**src/rtl/spi_buf_pkg.sv**
```systemverilog
package spi_buf_pkg;
    typedef enum logic [2:0] {
        ST_IDLE,
        ST_M_LOW,
        ST_M_HIGH,
        ST_S_ACT,
        ST_FIN
    } eng_state_t;

    localparam int unsigned IMODE_W = 3;
    localparam int unsigned STAT_W  = 8;
endpackage

```
**src/rtl/spi_buf_fifo.sv**
```systemverilog
// Synchronous FIFO; DEPTH must be a power of two so pointers wrap naturally.
module spi_buf_fifo #(
    parameter int W     = 8,
    parameter int DEPTH = 4,
    localparam int AW   = (DEPTH > 1) ? $clog2(DEPTH) : 1,
    localparam int CW   = $clog2(DEPTH + 1)
) (
    input  logic          clk,
    input  logic          rst_n,
    input  logic          flush,
    input  logic          push,
    input  logic [W-1:0]  din,
    input  logic          pop,
    output logic [W-1:0]  head,
    output logic [CW-1:0] count,
    output logic          full,
    output logic          empty
);
    logic [W-1:0]  mem [DEPTH];
    logic [AW-1:0] wp, rp;
    logic          do_push, do_pop;

    assign full    = (count == CW'(DEPTH));
    assign empty   = (count == '0);
    assign do_push = push && !full && !flush;
    assign do_pop  = pop && !empty && !flush;
    assign head    = mem[rp];

    always_ff @(posedge clk) begin
        if (do_push) mem[wp] <= din;
    end

    always_ff @(posedge clk or negedge rst_n) begin
        if (!rst_n) begin
            wp    <= '0;
            rp    <= '0;
            count <= '0;
        end else if (flush) begin
            wp    <= '0;
            rp    <= '0;
            count <= '0;
        end else begin
            if (do_push) wp <= wp + 1'b1;
            if (do_pop)  rp <= rp + 1'b1;
            count <= count + CW'(do_push) - CW'(do_pop);
        end
    end

    p_full_push_ignored_r9: assert property (@(posedge clk) disable iff (!rst_n)
        (push && full && !pop && !flush) |=> (count == CW'(DEPTH)));
endmodule

```
**src/rtl/spi_buf_engine.sv**
```systemverilog
module spi_buf_engine import spi_buf_pkg::*; #(
    parameter int W   = 8,
    parameter int DIV = 4
) (
    input  logic         clk,
    input  logic         rst_n,
    input  logic         en,
    input  logic         master,
    input  logic         tx_empty,
    input  logic [W-1:0] tx_head,
    output logic         tx_pop,
    output logic         rx_push,
    output logic [W-1:0] rx_word,
    output logic         sr_empty,
    input  logic         sck_i,
    input  logic         ss_n_i,
    input  logic         sdi_i,
    output logic         sck_o,
    output logic         ss_n_o,
    output logic         sdo_o
);
    localparam int DCW = (DIV > 1) ? $clog2(DIV) : 1;
    localparam int BCW = $clog2(W);
    localparam logic [2:0] SYNC_RST = 3'b010;

    eng_state_t     state;
    logic [W-1:0]   shreg, rxsh;
    logic [BCW-1:0] bitcnt;
    logic [DCW-1:0] divcnt;
    logic [2:0]     raw_in, sync_a, sync_b;
    logic           sck_p, sck_s, ss_s, sdi_s, sck_rise, sck_fall;
    logic           div_end, bit_last;

    assign raw_in = {sck_i, ss_n_i, sdi_i};
    for (genvar g = 0; g < 3; g++) begin : g_sync
        always_ff @(posedge clk or negedge rst_n) begin
            if (!rst_n) begin
                sync_a[g] <= SYNC_RST[g];
                sync_b[g] <= SYNC_RST[g];
            end else begin
                sync_a[g] <= raw_in[g];
                sync_b[g] <= sync_a[g];
            end
        end
    end

    assign sck_s    = sync_b[2];
    assign ss_s     = sync_b[1];
    assign sdi_s    = sync_b[0];
    assign sck_rise = sck_s && !sck_p;
    assign sck_fall = !sck_s && sck_p;
    assign div_end  = (divcnt == DCW'(DIV - 1));
    assign bit_last = (bitcnt == BCW'(W - 1));

    // State register and datapath
    always_ff @(posedge clk or negedge rst_n) begin
        if (!rst_n) begin
            state  <= ST_IDLE;
            shreg  <= '0;
            rxsh   <= '0;
            bitcnt <= '0;
            divcnt <= '0;
            sck_p  <= 1'b0;
        end else begin
            sck_p <= sck_s;
            if (!en) begin
                state  <= ST_IDLE;
                bitcnt <= '0;
                divcnt <= '0;
            end else begin
                unique case (state)
                    ST_IDLE: begin
                        bitcnt <= '0;
                        divcnt <= '0;
                        if (master && !tx_empty) begin
                            shreg <= tx_head;
                            state <= ST_M_LOW;
                        end else if (!master && !ss_s) begin
                            shreg <= tx_empty ? '0 : tx_head;
                            state <= ST_S_ACT;
                        end
                    end
                    ST_M_LOW: begin
                        if (div_end) begin
                            divcnt <= '0;
                            rxsh   <= {rxsh[W-2:0], sdi_s};
                            state  <= ST_M_HIGH;
                        end else divcnt <= divcnt + 1'b1;
                    end
                    ST_M_HIGH: begin
                        if (div_end) begin
                            divcnt <= '0;
                            if (bit_last) state <= ST_FIN;
                            else begin
                                bitcnt <= bitcnt + 1'b1;
                                shreg  <= {shreg[W-2:0], 1'b0};
                                state  <= ST_M_LOW;
                            end
                        end else divcnt <= divcnt + 1'b1;
                    end
                    ST_S_ACT: begin
                        if (ss_s) state <= ST_IDLE;
                        else if (sck_rise) begin
                            rxsh <= {rxsh[W-2:0], sdi_s};
                            if (bit_last) state <= ST_FIN;
                            else bitcnt <= bitcnt + 1'b1;
                        end else if (sck_fall && bitcnt != '0) begin
                            shreg <= {shreg[W-2:0], 1'b0};
                        end
                    end
                    ST_FIN:  state <= ST_IDLE;
                    default: state <= ST_IDLE;
                endcase
            end
        end
    end

    // Outputs decoded from state
    always_comb begin
        sck_o    = (state == ST_M_HIGH);
        ss_n_o   = !((state == ST_M_LOW) || (state == ST_M_HIGH));
        sdo_o    = ((state == ST_M_LOW) || (state == ST_M_HIGH) || (state == ST_S_ACT))
                   ? shreg[W-1] : 1'b0;
        tx_pop   = (state == ST_IDLE) && en && !tx_empty && (master || !ss_s);
        rx_push  = (state == ST_FIN);
        rx_word  = rxsh;
        sr_empty = (state == ST_IDLE);
    end

    p_disabled_idle_r1: assert property (@(posedge clk) disable iff (!rst_n)
        !en |=> (sr_empty && ss_n_o && !sck_o && !sdo_o));
    p_master_hold_r2: assert property (@(posedge clk) disable iff (!rst_n)
        (state == ST_M_HIGH && $past(state) == ST_M_HIGH) |-> $stable(sdo_o));
    p_pop_busy_r5: assert property (@(posedge clk) disable iff (!rst_n)
        tx_pop |=> !sr_empty);
endmodule

```
**src/rtl/spi_buf_ctrl.sv**
```systemverilog
module spi_buf_ctrl import spi_buf_pkg::*; #(
    parameter int W     = 8,
    parameter int DEPTH = 4,
    parameter int DIV   = 4,
    localparam int CW   = $clog2(DEPTH + 1)
) (
    input  logic               clk,
    input  logic               rst_n,
    input  logic               en,
    input  logic               master,
    input  logic [IMODE_W-1:0] imode,
    input  logic               tx_wr,
    input  logic [W-1:0]       tx_data,
    input  logic               rx_rd,
    output logic [W-1:0]       rx_data,
    input  logic               ovf_clr,
    output logic [STAT_W-1:0]  status,
    output logic               irq,
    input  logic               sck_i,
    input  logic               ss_n_i,
    input  logic               sdi_i,
    output logic               sck_o,
    output logic               ss_n_o,
    output logic               sdo_o
);
    logic [W-1:0]  tx_head, rx_word;
    logic [CW-1:0] tx_cnt, rx_cnt;
    logic          tx_full, tx_empty, rx_full, rx_empty;
    logic          tx_pop, rx_push, sr_empty, rx_ovf, three_q;

    spi_buf_fifo #(.W(W), .DEPTH(DEPTH)) u_tx_fifo (
        .clk(clk), .rst_n(rst_n), .flush(!en), .push(tx_wr), .din(tx_data),
        .pop(tx_pop), .head(tx_head), .count(tx_cnt), .full(tx_full), .empty(tx_empty));

    spi_buf_fifo #(.W(W), .DEPTH(DEPTH)) u_rx_fifo (
        .clk(clk), .rst_n(rst_n), .flush(!en), .push(rx_push && en), .din(rx_word),
        .pop(rx_rd), .head(rx_data), .count(rx_cnt), .full(rx_full), .empty(rx_empty));

    spi_buf_engine #(.W(W), .DIV(DIV)) u_engine (
        .clk(clk), .rst_n(rst_n), .en(en), .master(master),
        .tx_empty(tx_empty), .tx_head(tx_head), .tx_pop(tx_pop),
        .rx_push(rx_push), .rx_word(rx_word), .sr_empty(sr_empty),
        .sck_i(sck_i), .ss_n_i(ss_n_i), .sdi_i(sdi_i),
        .sck_o(sck_o), .ss_n_o(ss_n_o), .sdo_o(sdo_o));

    always_ff @(posedge clk or negedge rst_n) begin
        if (!rst_n)                        rx_ovf <= 1'b0;
        else if (rx_push && en && rx_full) rx_ovf <= 1'b1;
        else if (ovf_clr)                  rx_ovf <= 1'b0;
    end

    assign three_q = (int'(rx_cnt) * 4) >= (DEPTH * 3);

    always_comb begin
        unique case (imode)
            3'b111: irq = tx_full;
            3'b110: irq = tx_empty;
            3'b101: irq = tx_empty && sr_empty;
            3'b100: irq = !tx_full;
            3'b011: irq = rx_full;
            3'b010: irq = three_q;
            3'b001: irq = !rx_empty;
            3'b000: irq = rx_empty;
            default: irq = 1'b0;
        endcase
    end

    assign status = {rx_full, tx_full, rx_empty, rx_ovf, sr_empty,
                     master ? 3'(tx_cnt) : 3'(rx_cnt)};

    p_ovf_sticky_r6: assert property (@(posedge clk) disable iff (!rst_n)
        (rx_ovf && !ovf_clr) |=> rx_ovf);
    p_ovf_set_r6: assert property (@(posedge clk) disable iff (!rst_n)
        (rx_push && en && rx_full) |=> rx_ovf);
    p_irq_txfull_r8: assert property (@(posedge clk) disable iff (!rst_n)
        (imode == 3'b111 && tx_full) |-> irq);
endmodule

```
**config.mk**
```make
export PLATFORM = sky130hd
export DESIGN_NAME = spi_buf_ctrl
export DESIGN_NICKNAME = d
export VERILOG_FILES = /design/src/rtl/spi_buf_pkg.sv /design/src/rtl/spi_buf_fifo.sv /design/src/rtl/spi_buf_engine.sv /design/src/rtl/spi_buf_ctrl.sv
export SDC_FILE = /design/constraint.sdc
export NUM_CORES = 1
export LEC_CHECK = 0
export ABC_AREA = 1
export BUFFER_PORTS_ARGS = -buffer_cell sky130_fd_sc_hd__buf_2
export CELL_PAD_IN_SITES_DETAIL_PLACEMENT = 0
export CELL_PAD_IN_SITES_GLOBAL_PLACEMENT = 1
export CORE_ASPECT_RATIO = 1.75
export CORE_MARGIN = 3
export CORE_UTILIZATION = 40
export CTS_CLUSTER_SIZE = 8
export DETAILED_ROUTE_END_ITERATION = 10
export GPL_TIMING_DRIVEN = 0
export PLACE_DENSITY_LB_ADDON = 0.1
export SLEW_MARGIN = 20
export SYNTH_ARGS = -nofsm -noshare
export SYNTH_HDL_FRONTEND = slang
export SYNTH_SLANG_ARGS = --single-unit
```
**constraint.sdc**
```tcl
create_clock -name clk -period 2.6 [get_ports clk]
set_clock_uncertainty 0.05 [all_clocks]
set_input_delay 0.52 -clock clk [delete_from_list [all_inputs] [get_ports clk]]
set_output_delay 0.52 -clock clk [all_outputs]
set_load 0.02 [all_outputs]
```
==> results.py <==
metrics = {
    "status": {
        "status": "finished clean",
    },
    "synthesis": {
        "netlist_instances": 563,
        "synth.net_count": 603,
        "async_reset_ff_frac": 0.418,
        "ys_seq_area_frac": 0.588,
        "synth_warnings": 0,
        "ys_seq_elements": 110,
        "synth_flop_cell": "edfxtp_1",
        "yosysTopAreaCell": "edfxtp_1",
        "synth.distinct_cells": 33,
        "synth.top_cells.by_area": "edfxtp_1 37%, dfrtp_1 21%, nand2_1 11%",
        "synth_top_area_frac": 0.367,
        "synth.cell_area_um2": 5230,
        "syn_avg_cell_area_um2": 9.29,
        "synth-edff-count": 64,
    },
    "global_routing": {
        "antenna_found_initial": 0,
        "grt-ovfl-total": 0,
        "grtUsageTotal": 0.156,
        "grt_max_degree": 47,
        "grt_pass1_wl_um": 17600,
        "first_global_vias": 3714,
    },
    "drt": {
        "dr.pass1.iters": 4,
        "ant_nets": 0,
        "route.detailed.drc": 0,
        "drtIter0Drc": 206,
        "viasPerCell": 4.73,
        "dr_total_vias": 3721,
        "wl_per_cell_um": 13.5,
        "wl_um": 10600,
    },
    "critical_path": {
        "reg2reg_slack_ps": 200,
        "endpoint_kind": "output port",
        "critPathKind": "reg2out",
        "required_ps": 2030,
        "worstSetupStartpointType": "flip-flop",
        "crit_fanout": 10,
        "worstPathArrival_ps": 1920,
    },
    "floorplanning": {
        "dieArea_um2": 14500,
        "io_pins": 41,
        "die_w_um": 92.4,
        "core_area_um2": 12600,
        "initial_core_util": 0.414,
        "rows": 54,
        "fp.dieH_um": 157,
    },
    "finish": {
        "syn2layout_area_growth_pct": 13.9,
        "drive_gt1_frac": 0.149,
        "fillers": 1240,
        "stdcell_count": 786,
        "antenna_cells": 0,
        "fin_nets": 653,
        "design_area_um2": 5960,
    },
    "timing": {
        "setup_viol": 0,
        "rsz0062_at_grt": "false",
        "tns_ps": 0,
        "period_minus_slack_ps": 2490,
        "maxSlewViolCount": 0,
        "max_freq_mhz": 402,
        "max_slew_margin": 0.424,
        "hold_viol_final": 0,
        "finalCritPeriodShare": 0.956,
        "tightest_slew_ps": 861,
        "hold_ws_ps": 116,
    },
    "clock_network": {
        "cts_resized": 3,
        "htree_levels": 3,
        "cts_tree": "yes",
        "numCtsBuffers": 9,
        "clk_latency_ps": 350,
        "clkTransAtPathRegs_ps": 80,
        "clk_path_buf_depth": 2,
        "root_buffer": "clkbuf_16",
        "holdBufCountCts": 0,
        "postCtsSetupBuffers": 0,
        "cts_sinks": 110,
    },
    "flow_run": {
        "cap_violations": 0,
    },
    "pwr": {
        "irDropWorstVdd_v": 0.000431,
        "p_leak_nw": 2.84,
        "totalPowerFinal_w": 0.00540,
        "cellPowerDensity_nw_per_um2": 906,
    },
    "placement": {
        "io_buffer_count": 39,
        "postPlaceCellArea_um2": 5640,
        "dp_hpwl_um": 7950,
        "gp_congestion": 0.869,
        "dp.cells": 770,
    },
    "worst_hold_path": {
        "hp-class": "in2async",
    },
}
[final timing paths]
kind / startpoint / endpoint / cells past startpoint
worst max-delay path: u_rx_fifo.rp[0] / rx_data[5] / 6
worst min-delay path: rst_n / u_rx_fifo.count[2] / 1
worst max register to register: u_engine.state[1] / u_tx_fifo.count[2] / 12
worst min register to register: u_engine.sync_a[0] / u_engine.sdi_s / 0
max in group asynchronous: rst_n / u_engine.shreg[1] / 1
min in group clk: ss_n_i / u_engine.sync_a[1] / 1
[through the flow]
| step | utilization | setup slack [ps] |
|---|---|---|
| final | 0.472 | 115 |
| after CTS | 0.471 | 97.3 |
| after floorplan | - | 347 |
| after detailed placement | 0.446 | 41.8 |
| after global routing | 0.472 | 19.1 |
| after global placement | 0.446 | 18.9 |
[cell usage in the layout (no fill, tap or decap), types with 4 or more instances in the layout]
cell type	n
nand3_1	52
inv_2	5
buf_4	6
nor2_2	4
dfrtp_1	44
clkbuf_16	9
nor2_1	49
o21ai_0	31
o22ai_1	9
ha_1	17
inv_1	82
edfxtp_1	64
buf_2	46
nand2_1	156
[kinds of logic after synthesis]
kind of cell / count (synthesis) / synth area share
adder cells (fa/ha/maj): 19 / 0.0483
buffers and inverters: 104 / 0.0801
XOR/XNOR: 4 / 0.00670
AND/OR/NAND/NOR: 276 / 0.225
AO/OA/AOI/OAI: 50 / 0.0519
flip-flops: 110 / 0.588
[where the power goes]
group	switching, W	total [W]	internal (W)
clock	0.000703	0.00140	0.000700
combinational	0.00116	0.00171	0.000545
sequential	0.000181	0.00228	0.00210
total	0.00205	0.00540	0.00335
[metal layers]
layer / share of wire / up-vias / track usage
met5: 0 / - / 0
met1: 0.38 / 1735 / 0.157
met2: 0.57 / 68 / 0.306
li1: - / 1898 / -
met3: 0.029 / 20 / 0.0230
met4: 0.022 / 0 / 0.0758
[cells in the mapped netlist (2+ instances only)]
cell type / count
buf_2: 8
nand3_2: 2
nor2_2: 3
xor2_1: 3
nand2_2: 2
o21ai_0: 31
nand2_1: 156
nor2_4: 3
a21oi_1: 3
nor2_1: 50
nand3_1: 52
edfxtp_1: 64
o21ai_1: 3
inv_2: 5
o22ai_1: 9
clkbuf_1: 3
inv_1: 82
dfrtp_1: 44
ha_1: 17
nand2_4: 2
dfstp_2: 2
buf_4: 5
nor3_1: 3
fa_1: 2
[final cells by class]
type	instances	area (um2)	share of cell area
multi-input combinational	349	1740	0.292
clock inverter	7	88.8	0.0149
timing repair buffer	39	198	0.0332
inverter	88	330	0.0554
sequential	110	3080	0.516
clock buffer	9	225	0.0378
buffer	16	92.6	0.0155
tap	168	210	0.0353
[worst max-delay path, cell delays in order (launching register included)]
cell and delay (ps):
dfrtp_1 360, clkbuf_2 190, inv_1 250, clkbuf_2 300, o21ai_0 120, o22ai_1 160, buf_2 190
[flip-flops by register name, summed over array words and instances (netlist names), 2 cells and up]
signal	flops
u_rx_fifo.wp	2
u_rx_fifo.count	3
u_engine.rx_word	8
u_rx_fifo.mem	32
u_engine.divcnt	2
u_engine.shreg	8
u_tx_fifo.wp	2
u_tx_fifo.count	3
u_engine.sync_a	3
u_tx_fifo.rp	2
u_engine.state	3
u_engine.bitcnt	3
u_tx_fifo.mem	32
u_rx_fifo.rp	2
Note: power is estimated with default switching activity, not from simulation.
